### src/rtl/spi_burst_pkg.sv
`timescale 1ns/1ps
package spi_burst_pkg;

   typedef enum logic [1:0] {
      ST_IDLE = 2'd0,
      ST_RUN  = 2'd1,
      ST_GAP  = 2'd2
   } eng_state_e;

endpackage

### src/rtl/spi_txq.sv
`timescale 1ns/1ps
module spi_txq #(
   parameter int unsigned WORD_W = 32,
   parameter int unsigned DEPTH  = 64
) (
   input  logic              clk,
   input  logic              rst_n,
   input  logic              wr_en,
   input  logic [WORD_W-1:0] wr_data,
   input  logic              rd_en,
   output logic [WORD_W-1:0] rd_data,
   output logic              empty,
   output logic              full,
   output logic              ovf
);
   localparam int unsigned AW = $clog2(DEPTH);
   localparam int unsigned CW = AW + 1;

   generate
      if (DEPTH < 2) begin : g_bad_depth
         $error("spi_txq: DEPTH must be at least 2");
      end
   endgenerate

   logic [WORD_W-1:0] mem [DEPTH];
   logic [AW-1:0]     wp, rp, wp_nx, rp_nx;
   logic [CW-1:0]     cnt;
   logic              ovf_q;
   logic              do_wr, do_rd;

   assign empty   = (cnt == '0);
   assign full    = (cnt == CW'(DEPTH));
   assign do_wr   = wr_en && !full;
   assign do_rd   = rd_en && !empty;
   assign rd_data = mem[rp];
   assign ovf     = ovf_q;

   generate
      if ((DEPTH & (DEPTH - 1)) == 0) begin : g_wrap_pow2
         assign wp_nx = wp + AW'(1);
         assign rp_nx = rp + AW'(1);
      end else begin : g_wrap_cmp
         assign wp_nx = (wp == AW'(DEPTH - 1)) ? '0 : wp + AW'(1);
         assign rp_nx = (rp == AW'(DEPTH - 1)) ? '0 : rp + AW'(1);
      end
   endgenerate

   always_ff @(posedge clk) begin
      if (do_wr) mem[wp] <= wr_data;
   end

   always_ff @(posedge clk) begin
      if (!rst_n) begin
         wp    <= '0;
         rp    <= '0;
         cnt   <= '0;
         ovf_q <= 1'b0;
      end else begin
         if (do_wr) wp <= wp_nx;
         if (do_rd) rp <= rp_nx;
         if (do_wr && !do_rd)      cnt <= cnt + CW'(1);
         else if (do_rd && !do_wr) cnt <= cnt - CW'(1);
         if (wr_en && full) ovf_q <= 1'b1;
      end
   end


   full_drop_chk: assert property (@(posedge clk) disable iff (!rst_n)
      (full && wr_en && !rd_en) |=> (full && ovf));


   cnt_bound_chk: assert property (@(posedge clk) disable iff (!rst_n)
      cnt <= CW'(DEPTH));

endmodule

### src/rtl/spi_clkdiv.sv
`timescale 1ns/1ps
module spi_clkdiv #(
   parameter int unsigned DIV_W = 8
) (
   input  logic             clk,
   input  logic             rst_n,
   input  logic             en,
   input  logic [DIV_W-1:0] div,
   output logic             tick
);
   logic [DIV_W-1:0] cnt;

   assign tick = en && (cnt == div);

   always_ff @(posedge clk) begin
      if (!rst_n)           cnt <= '0;
      else if (!en || tick) cnt <= '0;
      else                  cnt <= cnt + DIV_W'(1);
   end


   div_gap_chk: assert property (@(posedge clk) disable iff (!rst_n)
      (tick && div != '0 && $stable(div)) |=> !tick);

endmodule

### src/rtl/spi_burst_eng.sv
`timescale 1ns/1ps
module spi_burst_eng
   import spi_burst_pkg::*;
#(
   parameter int unsigned WORD_W = 32,
   parameter int unsigned LEN_W  = 12
) (
   input  logic              clk,
   input  logic              rst_n,
   input  logic [LEN_W-1:0]  cfg_len,
   input  logic              cfg_multi,
   input  logic              cfg_auto,
   input  logic              cfg_cpol,
   input  logic              cfg_cpha,
   input  logic              xch_set,
   input  logic              tick,
   input  logic [WORD_W-1:0] q_data,
   input  logic              q_empty,
   output logic              q_pop,
   output logic              run_en,
   output logic              sclk,
   output logic              mosi,
   output logic              ss_n,
   output logic              busy,
   output logic              xch
);
   localparam int unsigned SH_W = $clog2(WORD_W);
   localparam int unsigned WB_W = SH_W + 1;
   localparam int unsigned BL_W = LEN_W + 1;

   eng_state_e        st;
   logic [WORD_W-1:0] sh;
   logic [BL_W-1:0]   bits_left;
   logic [WB_W-1:0]   wbits;
   logic              ph, first, sclk_q, ss_q, xch_q;

   logic [BL_W-1:0]   len_total;
   logic [SH_W-1:0]   rem;
   logic [WB_W-1:0]   first_bits;
   logic [WORD_W-1:0] first_word;
   logic              go, lead, adv, need_word, stall, fin;

   always_comb begin
      len_total  = BL_W'(cfg_len) + BL_W'(1);
      rem        = len_total[SH_W-1:0];
      first_bits = (rem == '0) ? WB_W'(WORD_W) : WB_W'(rem);
      first_word = q_data << (WB_W'(WORD_W) - first_bits);
      go         = !q_empty && (cfg_auto || xch_q);
      lead       = !ph;
      adv        = lead ? (cfg_cpha && !first && bits_left != '0)
                        : (!cfg_cpha && bits_left > BL_W'(1));
      need_word  = adv && (wbits == WB_W'(1));
      stall      = need_word && q_empty;
      fin        = lead && (bits_left == '0);
   end

   assign q_pop  = ((st == ST_IDLE) && go) ||
                   ((st == ST_RUN) && tick && !fin && need_word && !q_empty);
   assign run_en = (st != ST_IDLE);
   assign sclk   = sclk_q;
   assign ss_n   = ss_q;
   assign mosi   = !ss_q && sh[WORD_W-1];
   assign busy   = (st == ST_RUN);
   assign xch    = xch_q;

   always_ff @(posedge clk) begin
      if (!rst_n) begin
         st        <= ST_IDLE;
         sh        <= '0;
         bits_left <= '0;
         wbits     <= '0;
         ph        <= 1'b0;
         first     <= 1'b0;
         sclk_q    <= 1'b0;
         ss_q      <= 1'b1;
         xch_q     <= 1'b0;
      end else begin
         if (xch_set) xch_q <= 1'b1;
         unique case (st)
            ST_IDLE: begin
               sclk_q <= cfg_cpol;
               if (go) begin
                  st        <= ST_RUN;
                  ss_q      <= 1'b0;
                  sh        <= first_word;
                  wbits     <= first_bits;
                  bits_left <= len_total;
                  ph        <= 1'b0;
                  first     <= 1'b1;
               end
            end
            ST_RUN: begin
               if (tick) begin
                  if (fin) begin
                     st   <= ST_GAP;
                     ss_q <= 1'b1;
                     if (!cfg_multi || q_empty) xch_q <= 1'b0;
                  end else if (!stall) begin
                     sclk_q <= ~sclk_q;
                     ph     <= ~ph;
                     if (lead) first <= 1'b0;
                     else      bits_left <= bits_left - BL_W'(1);
                     if (adv) begin
                        if (need_word) begin
                           sh    <= q_data;
                           wbits <= WB_W'(WORD_W);
                        end else begin
                           sh    <= sh << 1;
                           wbits <= wbits - WB_W'(1);
                        end
                     end
                  end
               end
            end
            ST_GAP: if (tick) st <= ST_IDLE;
            default: st <= ST_IDLE;
         endcase
      end
   end


   idle_pol_chk: assert property (@(posedge clk) disable iff (!rst_n)
      $rose(ss_n) |-> (sclk == cfg_cpol));


   stall_chk: assert property (@(posedge clk) disable iff (!rst_n)
      (busy && tick && stall) |=> ($stable(sclk) && !ss_n));


   xch_clr_chk: assert property (@(posedge clk) disable iff (!rst_n)
      $fell(xch) |-> $rose(ss_n));

endmodule

### src/rtl/spi_burst_master.sv
`timescale 1ns/1ps
module spi_burst_master #(
   parameter int unsigned WORD_W     = 32,
   parameter int unsigned FIFO_DEPTH = 64,
   parameter int unsigned LEN_W      = 12,
   parameter int unsigned DIV_W      = 8
) (
   input  logic              clk,
   input  logic              rst_n,
   input  logic [LEN_W-1:0]  cfg_len,
   input  logic              cfg_multi,
   input  logic              cfg_auto,
   input  logic [DIV_W-1:0]  cfg_div,
   input  logic              cfg_cpol,
   input  logic              cfg_cpha,
   input  logic              xch_set,
   output logic              xch,
   input  logic              wr_en,
   input  logic [WORD_W-1:0] wr_data,
   output logic              sclk,
   output logic              mosi,
   output logic              ss_n,
   output logic              busy,
   output logic              tx_done_irq,
   output logic              ovf
);
   generate
      if (WORD_W < 2 || (WORD_W & (WORD_W - 1)) != 0) begin : g_bad_word
         $error("spi_burst_master: WORD_W must be a power of two");
      end
      if (LEN_W < $clog2(WORD_W)) begin : g_bad_len
         $error("spi_burst_master: LEN_W too narrow for WORD_W");
      end
   endgenerate

   logic [WORD_W-1:0] q_data;
   logic              q_empty, q_full, q_pop, run_en, tick;

   spi_txq #(.WORD_W(WORD_W), .DEPTH(FIFO_DEPTH)) u_txq (
      .clk(clk), .rst_n(rst_n), .wr_en(wr_en), .wr_data(wr_data),
      .rd_en(q_pop), .rd_data(q_data), .empty(q_empty), .full(q_full),
      .ovf(ovf)
   );

   spi_clkdiv #(.DIV_W(DIV_W)) u_div (
      .clk(clk), .rst_n(rst_n), .en(run_en), .div(cfg_div), .tick(tick)
   );

   spi_burst_eng #(.WORD_W(WORD_W), .LEN_W(LEN_W)) u_eng (
      .clk(clk), .rst_n(rst_n), .cfg_len(cfg_len), .cfg_multi(cfg_multi),
      .cfg_auto(cfg_auto), .cfg_cpol(cfg_cpol), .cfg_cpha(cfg_cpha),
      .xch_set(xch_set), .tick(tick), .q_data(q_data), .q_empty(q_empty),
      .q_pop(q_pop), .run_en(run_en), .sclk(sclk), .mosi(mosi),
      .ss_n(ss_n), .busy(busy), .xch(xch)
   );

   assign tx_done_irq = q_empty && !busy;


   no_start_chk: assert property (@(posedge clk) disable iff (!rst_n)
      (ss_n && !xch && !xch_set && !cfg_auto) |=> ss_n);


   full_hold_chk: assert property (@(posedge clk) disable iff (!rst_n)
      (q_full && !q_pop) |=> q_full);

endmodule

### config.mk
export PLATFORM = sky130hd
export DESIGN_NAME = spi_burst_master
export DESIGN_NICKNAME = d
export VERILOG_FILES = /design/src/rtl/spi_burst_pkg.sv /design/src/rtl/spi_txq.sv /design/src/rtl/spi_clkdiv.sv /design/src/rtl/spi_burst_eng.sv /design/src/rtl/spi_burst_master.sv
export SDC_FILE = /design/constraint.sdc
export NUM_CORES = 2
export LEC_CHECK = 0
export BUFFER_PORTS_ARGS = -buffer_cell sky130_fd_sc_hd__buf_2
export CELL_PAD_IN_SITES_DETAIL_PLACEMENT = 0
export CELL_PAD_IN_SITES_GLOBAL_PLACEMENT = 2
export CORE_MARGIN = 1
export CORE_UTILIZATION = 35
export DETAILED_ROUTE_END_ITERATION = 16
export MAX_ROUTING_LAYER = met4
export PLACE_DENSITY_LB_ADDON = 0.1
export SETUP_SLACK_MARGIN = 0.02
export SYNTH_ARGS = -nofsm -noshare
export SYNTH_HDL_FRONTEND = slang
export SYNTH_SLANG_ARGS = --single-unit
### constraint.sdc
create_clock -name clk -period 4.3 [get_ports clk]
set_input_delay 0.86 -clock clk [delete_from_list [all_inputs] [get_ports clk]]
set_output_delay 0.86 -clock clk [all_outputs]
set_load 0.1 [all_outputs]
# After elaboration in Yosys (flattened, before gate mapping)
# Memories as Yosys holds them, arrays and structs flattened. A register that Yosys moved wholly into a read port is not among the register bits.
# Index checks and enable logic that the tools add are counted.
[totals]
ff_bits = 86
mem_bits_rw = 2048
out_inout_bits = 7
wordCells = 151
mem_count = 1
[mem_list]
columns = ["name", "depth", "width", "rd", "rd_ports_with_merged_regs", "wr", "line_no", "source"]
rows = [
  ["u_txq.mem", 64, 32, 1, 1, 1, "spi_txq.sv:25", "logic [WORD_W-1:0] mem [DEPTH];"],
]
[op_classes]
add_sub_neg = 9
magnitude_cmp = 1
n_eq_ne = 14
shifts = 1
mux = 56
n_bitwise = 3
reduce_logical = 52
[op_table]
columns = ["op", "count"]
rows = [
  ["$mux W32", 6],
  ["$mux W13", 5],
  ["$pmux W32 S2", 1],
  ["$mux W6", 9],
  ["$shl A32 B6 Y32", 1],
  ["$pmux W13 S2", 1],
  ["$mux W1", 22],
  ["$logic_and A1 B1 Y1", 20],
  ["$reduce_and A6 Y1", 3],
  ["$mux W7", 2],
  ["$add A12 B1 Y13 const B", 1],
  ["$gt A13 B1 Y1 const B", 1],
  ["$logic_not A13 Y1", 1],
  ["$reduce_bool A13 Y1", 1],
  ["$sub A13 B1 Y13 const B", 1],
  ["$add A6 B1 Y6 const B", 2],
  ["$logic_not A1 Y1", 12],
  ["$pmux W6 S2", 1],
  ["$reduce_and A4 Y1", 3],
  ["$ne A2 B1 Y1 const B", 5],
  ["$add A8 B1 Y8 const B", 1],
  ["$eq A8 B8 Y1", 1],
  ["$mux W2", 4],
  ["$ne A2 B2 Y1 const B", 4],
  ["other kinds (18)", 28],
]

# Logic depth before layout (Yosys ltp)
[depth]
ltp_word = 12
depth_mapped = 19
ltp_nobuf = 19

# Modules after synthesis
# Synthesis repeated with hierarchy kept, for this count alone.
[hier_totals]
cells_unflattened = 4258
hier_area_um2 = 85094.1
[by_module_without_submodules]
columns = ["module", "n_inst", "cells_each", "area_per_inst_um2"]
rows = [
  ["spi_txq", 1, 3488, 79150.9],
  ["spi_burst_eng", 1, 723, 5459.0],
  ["spi_clkdiv", 1, 46, 470.5],
  ["spi_burst_master", 1, 1, 13.8],
]

# Least setup slack after synthesis
# OpenSTA, ideal clock, no wires.
[synth_path]
path_type = "input-to-reg"
start = "input port cfg_div[2]"
end = "register u_txq.cnt[6]"
setup_ns = 0.076
t_arrival_ns = 4.062
slack_ns = 0.163
cell_stages = 17
n_path_buf = 0
path_cell_list = "xnor2_1 -> nand4_1 -> nor3_1 -> nand2b_1 -> a2111oi_2 -> inv_1 -> ha_1 -> inv_1 -> ha_1 -> nor2b_1 -> o21ai_0 -> nand2b_1 -> a21o_1 -> a21oi_1 -> xnor2_1 -> or3_1 -> a21boi_0"
[synth_between]
elab_chain_cells = 11
word_cells_on_any_way = 13
classes_between = "1 x eq/ne; 1 x mux; 11 x reduce/logical"
[synth_lines]
columns = ["item", "line_no", "source"]
rows = [
  ["start, declared", "spi_burst_master.sv:13", "input logic [DIV_W-1:0] cfg_div,"],
  ["$eq A8 B8 Y1 *", "spi_clkdiv.sv:13", "assign tick = en && (cnt == div);"],
  ["$logic_and A1 B1 Y1 *", "spi_clkdiv.sv:13", ""],
  ["$logic_and A1 B1 Y1 * (4 in a row)", "spi_burst_eng.sv:58", "((st == ST_RUN) && tick && !fin && need_word && !q_empty);"],
  ["$logic_or A1 B1 Y1 *", "spi_burst_eng.sv:57", "assign q_pop = ((st == ST_IDLE) && go) ||"],
  ["$logic_and A1 B1 Y1 *", "spi_txq.sv:34", "assign do_rd = rd_en && !empty;"],
  ["$logic_not A1 Y1", "spi_txq.sv:61", "if (do_wr && !do_rd) cnt <= cnt + CW'(1);"],
  ["$logic_and A1 B1 Y1", "spi_txq.sv:61", ""],
  ["$mux W7 or $reduce_bool A2 Y1 (tied branches)", "--", ""],
  ["end signal, assigned", "spi_txq.sv:61", ""],
  ["end signal, assigned", "spi_txq.sv:62", "else if (do_rd && !do_wr) cnt <= cnt - CW'(1);"],
  ["end, declared", "spi_txq.sv:27", "logic [CW-1:0] cnt;"],
]
# Mark *: on every way between the ends. The rest lies on a longest branch, timed or not.
# A chain may end at the register's enable or synchronous reset.

==> impl_metrics.ini <==
[outcome]
status = complete, no violations

[synthesis]
synth_warnings = 0
postSynth.asyncResetShare = 0
syn_inst = 4711
synth_edf_count = 2048
synth_area_leaders = edfxtp_1 71%, mux4_2 8.5%, mux2i_1 4.8%
syn_area_sq_mm = 0.0862
syn_area_per_cell_sq_um = 18.3
synth.largest_area_cell = edfxtp_1
ys.flop_type = edfxtp_1
ys_ff_latch = 2140
synth_nets = 4787
synth_top_area_frac = 0.714
synth.distinct_cells = 91
yosysSeqAreaShare = 0.735

[routing]
drt_iter0_drc = 4670
drc = 0
wl_per_cell_um = 34.4
ant_nets = 0
routed_wl_um = 299000
vias = 48400
dr.pass1.iters = 5
viasPerCell = 5.57

[power]
pwr_density_cell_mw_per_mm2 = 537
ir_drop_v = 0.000392
cellLeakagePower_nw = 32.4
p_total_mw = 55.0

[grt]
grt_use_total = 0.247
grt_pass1_wl_um = 411000
antenna_found_initial = 11
grt_pass1_vias = 48600
overflow = 0
grt_max_degree = 65

[sta]
maxSlewViolCount = 0
fmax_mhz = 242
setup_ws_ns = 0.164
tightest_slew_ns = 1.30
grt_setup_unrepaired = false
fin_crit_ns = 4.14
clock_skew_ns = 0.0733
setup_viol = 0
final-hold-violation-count = 0
slew_headroom = 0.132
post-route-period-util = 0.962
timing.hold.ws_ns = 0.215

[placed_design]
placed_cells = 8263
post-place-ws_ns = -0.102
port_buffers = 66
gp_congestion = 0.858
hpwlAfterDp_um = 187000

[floorplan]
coreArea_sq_mm = 0.244
die_y_um = 498
num_rows = 181
fp.dieW_um = 498
dieArea_sq_mm = 0.248
io_pins = 67
start_util = 0.353

[final_layout]
final_nets = 5376
drive_above_1_share = 0.263
n_fill_cell = 21600
final_cells = 8705
post-route-util = 0.420
areaGrowthSynthToFinish_pct = 19.0

[clocking]
htreeDepth = 4
clk_latency_ns = 0.92
cts_hold_buf = 0
cts_buffers = 231
cts_tree = done
clkSinkCount = 2140
clk_pin_slew_ns = 0.06
clockBufferDepth = 3
root_buffer = clkbuf_16

[hold_path]
worst_hold_path_type = in -> reg

[worst_setup_path]
critPathCaptureType = flip-flop
path_max_fanout = 20
crit_path_start_kind = flip-flop
arrival_ns = 4.92
cp.required_ns = 5.08
critical_path_class = reg -> reg

[job]
drv_cap = 0
==> kinds of logic (layout without fill, tap and decap cells) <==
family / Yosys count / count (layout) / synth area share
xor gates and xnor gates: 37 / 37 / 0.00376
adders and majority gates: 16 / 16 / 0.00241
muxes: 782 / 782 / 0.140
other: 0 / 8 / 0
AOI/OAI and AO/OA: 757 / 757 / 0.0602
DFF: 2140 / 2140 / 0.735
and+or+nand+nor: 679 / 679 / 0.0371
buffers and inverters: 300 / 1084 / 0.0214
==> metrics by stage <==
| step | setup TNS, ns | instance area, sq um |
|---|---|---|
| 6_report | 0 | 103000 |
| 5_1_grt | 0 | 102000 |
| 4_1_cts | 0 | 102000 |
| 3_5_place_dp | -0.221 | 95200 |
| 3_3_place_gp | -0.532 | 95200 |
| 2_1_floorplan | 0 | 86200 |
==> synthesized netlist by cell type (34+ instances only) <==
library cell,instances
a21oi_1,141
a22oi_1,168
and2_1,34
buf_2,70
buf_4,51
buf_6,44
clkbuf_1,98
dfxtp_1,92
edfxtp_1,2048
mux2_2,39
mux2i_1,409
mux4_2,327
nand2_1,182
nand3_1,65
nor2_1,197
nor2b_1,35
nor3_1,45
o21ai_0,121
o22ai_1,67
==> power breakdown <==
part	internal [mW]	leakage (nW)	switching, mW
Combinational	5.24	9.73	7.16
Clock	10.7	3.52	8.51
Sequential	23.2	19.2	0.251
==> layer usage <==
layer  GRT usage  wire length, um  vias up
met4      0.0504             6020        0
met5           -                0        -
met3      0.0292            13800      296
met2       0.399           146000     1350
li1            -                -    20500
met1       0.336           133000    26300
==> placed cells by master (no fill, tap or decap), types with 55 or more instances in the layout <==
cell / count
clkbuf_1: 55
buf_12: 126
o21ai_0: 121
clkinv_1: 64
nor2_4: 66
buf_4: 445
o22ai_1: 67
a21oi_1: 140
edfxtp_1: 2048
dfxtp_1: 86
clkbuf_16: 231
a22oi_1: 168
mux4_2: 327
buf_2: 64
nand3_1: 65
nand2_1: 181
mux2i_1: 409
nor2_1: 131
==> worst paths after layout <==
path / startpoint / endpoint / slack [ns] / cells past startpoint
worst min-delay path: xch_set / u_eng.xch$_SDFF_PN0_ / 0.21 / 3
worst max-delay path: flip-flop / u_eng.sh[15]$_SDFFE_PN0P_ / 0.16 / 15
worst min register to register: u_eng.sh[0]$_SDFFE_PN0P_ / u_eng.sh[0]$_SDFFE_PN0P_ / 0.48 / 2
worst max register to register: flip-flop / u_eng.sh[15]$_SDFFE_PN0P_ / 0.16 / 15
==> worst max-delay path, cell delays in order, from the launching register on <==
cell      delay, ns
dfxtp_4        0.47
buf_12         0.23
buf_12         0.21
buf_12         0.18
mux2i_1        0.20
a22oi_1        0.11
a21oi_1        0.40
o41a_1         0.30
buf_12         0.16
or2_1          0.18
o22ai_1        0.11
or3_1          0.45
mux4_2         0.50
buf_4          0.15
a221oi_2       0.25
nor2_1         0.07
==> area by class of cell <==
type | count | area (sq um) | share of cell area
diodes | 8 | 20.0 | 0.000195
clock buffers | 286 | 5990 | 0.0584
clock inverters | 142 | 1270 | 0.0124
well taps | 3202 | 4010 | 0.0391
inverters | 21 | 78.8 | 0.000769
repair buffers | 635 | 6180 | 0.0603
flip-flops and latches | 2140 | 63400 | 0.618
multi-input cells | 2271 | 21600 | 0.211
==> sequential cells by signal (all words and copies together) (netlist names), 2 cells and up, named ones only <==
name	count
u_txq.rp	6
u_eng.bits_left	13
u_div.cnt	8
u_txq.mem	2048
u_txq.cnt	7
u_eng.sh	32
u_txq.wp	6
u_eng.st	2
u_eng.wbits	6
==> repair_timing <==
item                       in CTS  in global routing
setup endpoints to repair       8                 12
gates resized for setup         3                  4
buffers inserted                0                  6
pin swaps                       0                  0
(Power assumes the default switching activity.)
